===== config.mk =====
export PLATFORM = sky130hd
export DESIGN_NAME = pe_elem
export DESIGN_NICKNAME = d
export VERILOG_FILES = /design/src/rtl/pe_pkg.sv /design/src/rtl/pe_ctrl.sv /design/src/rtl/pe_datapath.sv /design/src/rtl/pe_elem.sv
export SDC_FILE = /design/constraint.sdc
export NUM_CORES = 2
export LEC_CHECK = 0
export BUFFER_PORTS_ARGS = -buffer_cell sky130_fd_sc_hd__buf_2
export CAP_MARGIN = 20
export CORE_MARGIN = 3
export CORE_UTILIZATION = 40
export CTS_BUF_LIST = sky130_fd_sc_hd__clkbuf_4
export DETAILED_ROUTE_END_ITERATION = 8
export GPL_TIMING_DRIVEN = 0
export HOLD_SLACK_MARGIN = 0.05
export PLACE_DENSITY = 0.65
export SKIP_CTS_REPAIR_TIMING = 1
export SLEW_MARGIN = 20
export SYNTH_ARGS = -nofsm -noshare
export SYNTH_HDL_FRONTEND = slang
export SYNTH_HIERARCHICAL = 1
export SYNTH_SLANG_ARGS = --single-unit
export TNS_END_PERCENT = 1

===== constraint.sdc =====
create_clock -name clk -period 14.8 [get_ports clk]
set_input_delay 1.48 -clock clk [delete_from_list [all_inputs] [get_ports clk]]
set_output_delay 1.48 -clock clk [all_outputs]
set_load 0.005 [all_outputs]

===== src/rtl/pe_pkg.sv =====
package pe_pkg;
  typedef enum logic [1:0] {
    OP_MAC  = 2'd0,
    OP_DUAL = 2'd1,
    OP_ADD  = 2'd2,
    OP_PASS = 2'd3
  } peOp_e;

  typedef struct packed {
    logic  fire;
    peOp_e op;
  } peStrobe_t;
endpackage


===== src/rtl/pe_ctrl.sv =====
module pe_ctrl
  import pe_pkg::*;
#(
  parameter int DATA_W    = 16,
  parameter int SCHED_LEN = 16,
  parameter int ADDR_W    = 2
) (
  input  logic              clk,
  input  logic              rstN,
  input  logic              runMode,
  input  logic              cfgWe,
  input  logic [ADDR_W-1:0] cfgAddr,
  input  logic [DATA_W-1:0] cfgData,
  output peStrobe_t         strobe,
  output logic [DATA_W-1:0] coefA,
  output logic [DATA_W-1:0] coefB
);
  localparam int PTR_W = (SCHED_LEN > 1) ? $clog2(SCHED_LEN) : 1;
  localparam logic [ADDR_W-1:0] ADDR_A    = ADDR_W'(0);
  localparam logic [ADDR_W-1:0] ADDR_B    = ADDR_W'(1);
  localparam logic [ADDR_W-1:0] ADDR_OP   = ADDR_W'(2);
  localparam logic [ADDR_W-1:0] ADDR_MASK = ADDR_W'(3);
  localparam logic [PTR_W-1:0]  PTR_LAST  = PTR_W'(SCHED_LEN - 1);

  logic [DATA_W-1:0]    coefAReg, coefBReg;
  peOp_e                opReg;
  logic [SCHED_LEN-1:0] maskReg;
  logic [PTR_W-1:0]     schedPtr;
  logic                 cfgWrite;

  assign cfgWrite = cfgWe && !runMode;

  always_ff @(posedge clk or negedge rstN) begin
    if (!rstN) begin
      coefAReg <= '0;
      coefBReg <= '0;
      opReg    <= OP_MAC;
      maskReg  <= '0;
    end else if (cfgWrite) begin
      case (cfgAddr)
        ADDR_A:    coefAReg <= cfgData;
        ADDR_B:    coefBReg <= cfgData;
        ADDR_OP:   opReg    <= peOp_e'(cfgData[1:0]);
        ADDR_MASK: maskReg  <= SCHED_LEN'(cfgData);
        default:   ;
      endcase
    end
  end

  always_ff @(posedge clk or negedge rstN) begin
    if (!rstN)              schedPtr <= '0;
    else if (!runMode)      schedPtr <= '0;
    else if (schedPtr == PTR_LAST) schedPtr <= '0;
    else                    schedPtr <= schedPtr + 1'b1;
  end

  always_comb begin
    strobe.fire = runMode && maskReg[schedPtr];
    strobe.op   = opReg;
  end

  assign coefA = coefAReg;
  assign coefB = coefBReg;

  assert_ptr_restart_R12: assert property (@(posedge clk) disable iff (!rstN)
    !runMode |=> schedPtr == '0);

  assert_cfg_frozen_R3: assert property (@(posedge clk) disable iff (!rstN)
    runMode |=> $stable(coefAReg) && $stable(coefBReg) && $stable(opReg) && $stable(maskReg));

  assert_ptr_step_R9: assert property (@(posedge clk) disable iff (!rstN)
    runMode && (schedPtr != PTR_LAST) |=> schedPtr == $past(schedPtr) + 1'b1);
endmodule


===== src/rtl/pe_datapath.sv =====
module pe_datapath
  import pe_pkg::*;
#(
  parameter int DATA_W = 16
) (
  input  logic              clk,
  input  logic              rstN,
  input  peStrobe_t         strobe,
  input  logic [DATA_W-1:0] coefA,
  input  logic [DATA_W-1:0] coefB,
  input  logic [DATA_W-1:0] xIn,
  input  logic [DATA_W-1:0] yIn,
  input  logic [DATA_W-1:0] wIn,
  output logic [DATA_W-1:0] resOut,
  output logic              resValid
);
  localparam int ACC_W = 2 * DATA_W + 2;
  localparam logic signed [ACC_W-1:0] MAX_V = ACC_W'((64'sd1 <<< (DATA_W - 1)) - 1);
  localparam logic signed [ACC_W-1:0] MIN_V = -ACC_W'(64'sd1 <<< (DATA_W - 1));

  logic signed [ACC_W-1:0] xExt, yExt, wExt, aExt, bExt;
  logic signed [ACC_W-1:0] accSum;
  logic [DATA_W-1:0]       clamped;

  always_comb begin
    xExt = ACC_W'($signed(xIn));
    yExt = ACC_W'($signed(yIn));
    wExt = ACC_W'($signed(wIn));
    aExt = ACC_W'($signed(coefA));
    bExt = ACC_W'($signed(coefB));
    case (strobe.op)
      OP_MAC:  accSum = xExt * aExt + yExt;
      OP_DUAL: accSum = xExt * aExt + yExt * bExt + wExt;
      OP_ADD:  accSum = xExt + yExt;
      default: accSum = xExt;
    endcase
    if (accSum > MAX_V)      clamped = DATA_W'(MAX_V);
    else if (accSum < MIN_V) clamped = DATA_W'(MIN_V);
    else                     clamped = accSum[DATA_W-1:0];
  end

  always_ff @(posedge clk or negedge rstN) begin
    if (!rstN) begin
      resOut   <= '0;
      resValid <= 1'b0;
    end else begin
      resValid <= strobe.fire;
      if (strobe.fire) resOut <= clamped;
    end
  end

  assert_idle_hold_R11: assert property (@(posedge clk) disable iff (!rstN)
    !strobe.fire |=> !resValid && $stable(resOut));

  assert_fire_valid_R10: assert property (@(posedge clk) disable iff (!rstN)
    strobe.fire |=> resValid);

  assert_pass_exact_R7: assert property (@(posedge clk) disable iff (!rstN)
    strobe.fire && strobe.op == OP_PASS |=> resOut == $past(xIn));
endmodule


===== src/rtl/pe_elem.sv =====
module pe_elem
  import pe_pkg::*;
#(
  parameter int DATA_W    = 16,
  parameter int SCHED_LEN = 16,
  parameter int ADDR_W    = 2
) (
  input  logic              clk,
  input  logic              rstN,
  input  logic              runMode,
  input  logic              cfgWe,
  input  logic [ADDR_W-1:0] cfgAddr,
  input  logic [DATA_W-1:0] cfgData,
  input  logic [DATA_W-1:0] xIn,
  input  logic [DATA_W-1:0] yIn,
  input  logic [DATA_W-1:0] wIn,
  output logic [DATA_W-1:0] resOut,
  output logic              resValid
);
  peStrobe_t         strobe;
  logic [DATA_W-1:0] coefA, coefB;

  pe_ctrl #(.DATA_W(DATA_W), .SCHED_LEN(SCHED_LEN), .ADDR_W(ADDR_W)) i_ctrl (
    .clk(clk), .rstN(rstN), .runMode(runMode), .cfgWe(cfgWe),
    .cfgAddr(cfgAddr), .cfgData(cfgData),
    .strobe(strobe), .coefA(coefA), .coefB(coefB)
  );

  pe_datapath #(.DATA_W(DATA_W)) i_datapath (
    .clk(clk), .rstN(rstN), .strobe(strobe), .coefA(coefA), .coefB(coefB),
    .xIn(xIn), .yIn(yIn), .wIn(wIn), .resOut(resOut), .resValid(resValid)
  );
endmodule


==> impl_metrics.toml <==
[finish]
regArea_um2 = 1780
syn_to_final_growth_pct = 6.43
multi_input_area_um2 = 23200
finalNetCount = 3970
fin_cells = 4012
fill_cells = 6797
drive_gt1_share_pct = 7.19

[floorplan]
rows = 96
io_pins = 87
start_util_pct = 40.5
die_x_um = 270
design.core.area_um2 = 68700
die_height_um = 270
fp.dieArea_um2 = 72800

[routing]
drt-vias-per-instance = 5.20
wirelength_mm = 77.4
route.detailed.drc = 0
drtAntennaViolNets = 0
wire_per_inst_um = 19.3
drt-initial-drc-count = 1513
vias = 20882
dr.pass1.iters = 5

[min_path]
hold_class = "reg -> reg"
holdPathStages = 1

[global_routing]
overflow = 0
grt_use_total_pct = 21.8
grt_pass1_vias = 21694
grt_antenna_before_repair = 19
grt_max_degree = 57
grt_pass1_wl_mm = 123

[yosys]
async_flop_share_pct = 100
yosys_warnings = 6
synth_top_area_share_pct = 43.2
yosysSeqAreaShare_pct = 6.38
syn_area_per_cell_um2 = 9.37
syn_nets = 3872
synth_cell_types = 93
yosys-top-cells-area = "fa_1 (43%), ha_1 (10%), inv_1 (8.8%), dfrtp_1 (6.4%), and2_1 (5.1%)"
postSynthCellCount = 2971
synth_top_flop_cell = "dfrtp_1"
synth_largest_area_cell = "fa_1"
synthesis.area_um2 = 27800
synth_edf_count = 0
ys_seq_elements = 71

[critical_path]
crit_type = "in -> reg"
worst-path-stages = 42
cp.required_ps = 15130
max_stage_delay_ps = 760
end_kind = "flip-flop"
worst-path-buf-inv = 8
crit_slowest_cell = "nor4_4"
critPathMaxFanout = 10
cp_common_cell = "fa_1"
worstPathArrival_ps = 14380
start_kind = "input port"
reg2reg_depth = 41
reg2reg_slack_ps = 1520
cp_top_family = "adder cells"

[placed_design]
gp_congestion = 0.943
place_inst = 3989
hpwl_mm = 66.6
io_buffers = 86

[sta]
tns_ps = 0
slew_viol_final = 0
max_freq_mhz = 71.2
slew_headroom_pct = 21.9
hold_viol_final = 0
fin_crit_ps = 14050
setup_viol = 0
timing_worst_slew_pin_value_ps = 1170
skew_ps = 31.9
period_share_pct = 94.9
rsz0062_at_grt = "false"

[clocking]
insertion_delay_ps = 480
path_clk_slew_ps = 140
cts_tree = "built"
numCtsBuffers = 9
cts_max_path_buffers = 2
cts_root_buffer = "clkbuf_4"
cts.sinks = 71
htreeDepth = 3

[flow_run]
cap_violations = 0

[outcome]
status = "complete, no violations"
layout make-up:
type | count | share of cell area (%)
Clock buffer | 9 | 0.228
Timing Repair Buffer | 87 | 1.55
Buffer | 98 | 1.41
Inverter | 652 | 8.26
Tap cell | 931 | 3.93
Antenna cell | 7 | 0.0591
Sequential cell | 71 | 6.00
Multi-Input combinational cell | 2150 | 78.3
Clock inverter | 7 | 0.270
routing by layer:
layer / GRT usage (%) / vias up / share of wire (%)
met5: 0 / - / 0.10
met4: 5.71 / 16 / 3.0
met3: 4.54 / 131 / 7.3
met2: 36.0 / 656 / 47
met1: 29.4 / 10667 / 42
li1: - / 9412 / -
path summary, 6_finish.rpt:
path	start	end
max in group asynchronous	rstN	i_ctrl/opReg[1]$_DFFE_PN0P_
min	i_ctrl/maskReg[2]$_DFFE_PN0P_	i_ctrl/maskReg[2]$_DFFE_PN0P_
max reg2reg	i_ctrl/coefA[1]$_DFFE_PN0P_	i_datapath/resOut[1]$_DFFE_PN0P_
min reg2reg	i_ctrl/maskReg[2]$_DFFE_PN0P_	i_ctrl/maskReg[2]$_DFFE_PN0P_
min in group asynchronous	rstN	i_datapath/resOut[12]$_DFFE_PN0P_
max	xIn[10]	i_datapath/resOut[1]$_DFFE_PN0P_
synth_stat cells (4+ instances only):
master / instances
mux2_2: 52
nand3_1: 17
o21ai_2: 4
o21ai_0: 71
nand2_1: 314
dfrtp_1: 71
xnor2_1: 76
nor3b_1: 5
nand4_1: 8
buf_6: 5
o31ai_1: 4
clkbuf_1: 80
a21boi_0: 5
inv_1: 652
or3_1: 12
o21ai_1: 7
nor2b_1: 24
a211oi_1: 17
nand4b_1: 5
nand2b_1: 32
buf_2: 6
or2_2: 6
a31oi_1: 7
nor2_1: 96
nor3_1: 26
o221ai_1: 6
ha_1: 231
nor4_1: 4
nand3b_1: 6
xor2_1: 24
and3_1: 5
o2111ai_1: 6
mux2i_1: 9
a21o_1: 28
o21a_1: 19
mux4_2: 15
o211ai_1: 12
fa_1: 600
and2_1: 228
a21oi_1: 75
o32ai_1: 18
buf_1: 5
o21bai_1: 8
cells by family (layout without fill, tap and decap cells):
group	Yosys count	after routing	synth area share [%]
buffers and inverters	750	853	10.3
XOR/XNOR	100	100	3.15
AO/OA/AOI/OAI	340	340	8.44
other	0	7	0
AND/OR/NAND/NOR	803	803	14.6
multiplexers	76	76	3.64
flip-flops	71	71	6.38
adder cells (fa/ha/maj)	831	831	53.5
through the flow:
stage | utilization, % | cell area [um2] | worst slack, ps | hold slack, ps
final | 43.1 | 29600 | 750 | 514
after CTS | 43.1 | 29600 | 869 | 516
after floorplan | - | 27800 | 2510 | 474
after global routing | 43.1 | 29600 | 184 | 543
after global placement | 42.8 | 29400 | 473 | 480
after detailed placement | 42.9 | 29500 | 377 | 488
cell usage in the layout (no fill, tap or decap), drive strengths merged, types with 15 or more instances in the layout:
cell,count
clkbuf,90
fa,600
a21o,28
nand3,17
mux4,15
o32ai,18
nand2,314
o21a,19
nor2,96
dfrtp,71
nand2b,32
xnor2,76
ha,231
a211oi,18
xor2,24
o21ai,82
buf,104
nor2b,24
and2,229
nor3,26
inv,655
mux2,52
a21oi,78
sequential cells by signal, summed over array words and instances, names as in the netlist:
signal,cells
i_ctrl/opReg,2
i_ctrl/coefA,16
i_ctrl/coefB,16
i_ctrl/schedPtr,4
i_datapath/resValid,1
i_ctrl/maskReg,16
i_datapath/resOut,16
Power is left out: the tool's default activity adds up to more than one toggle a clock period on the data nets, which glitch-free logic cannot reach.
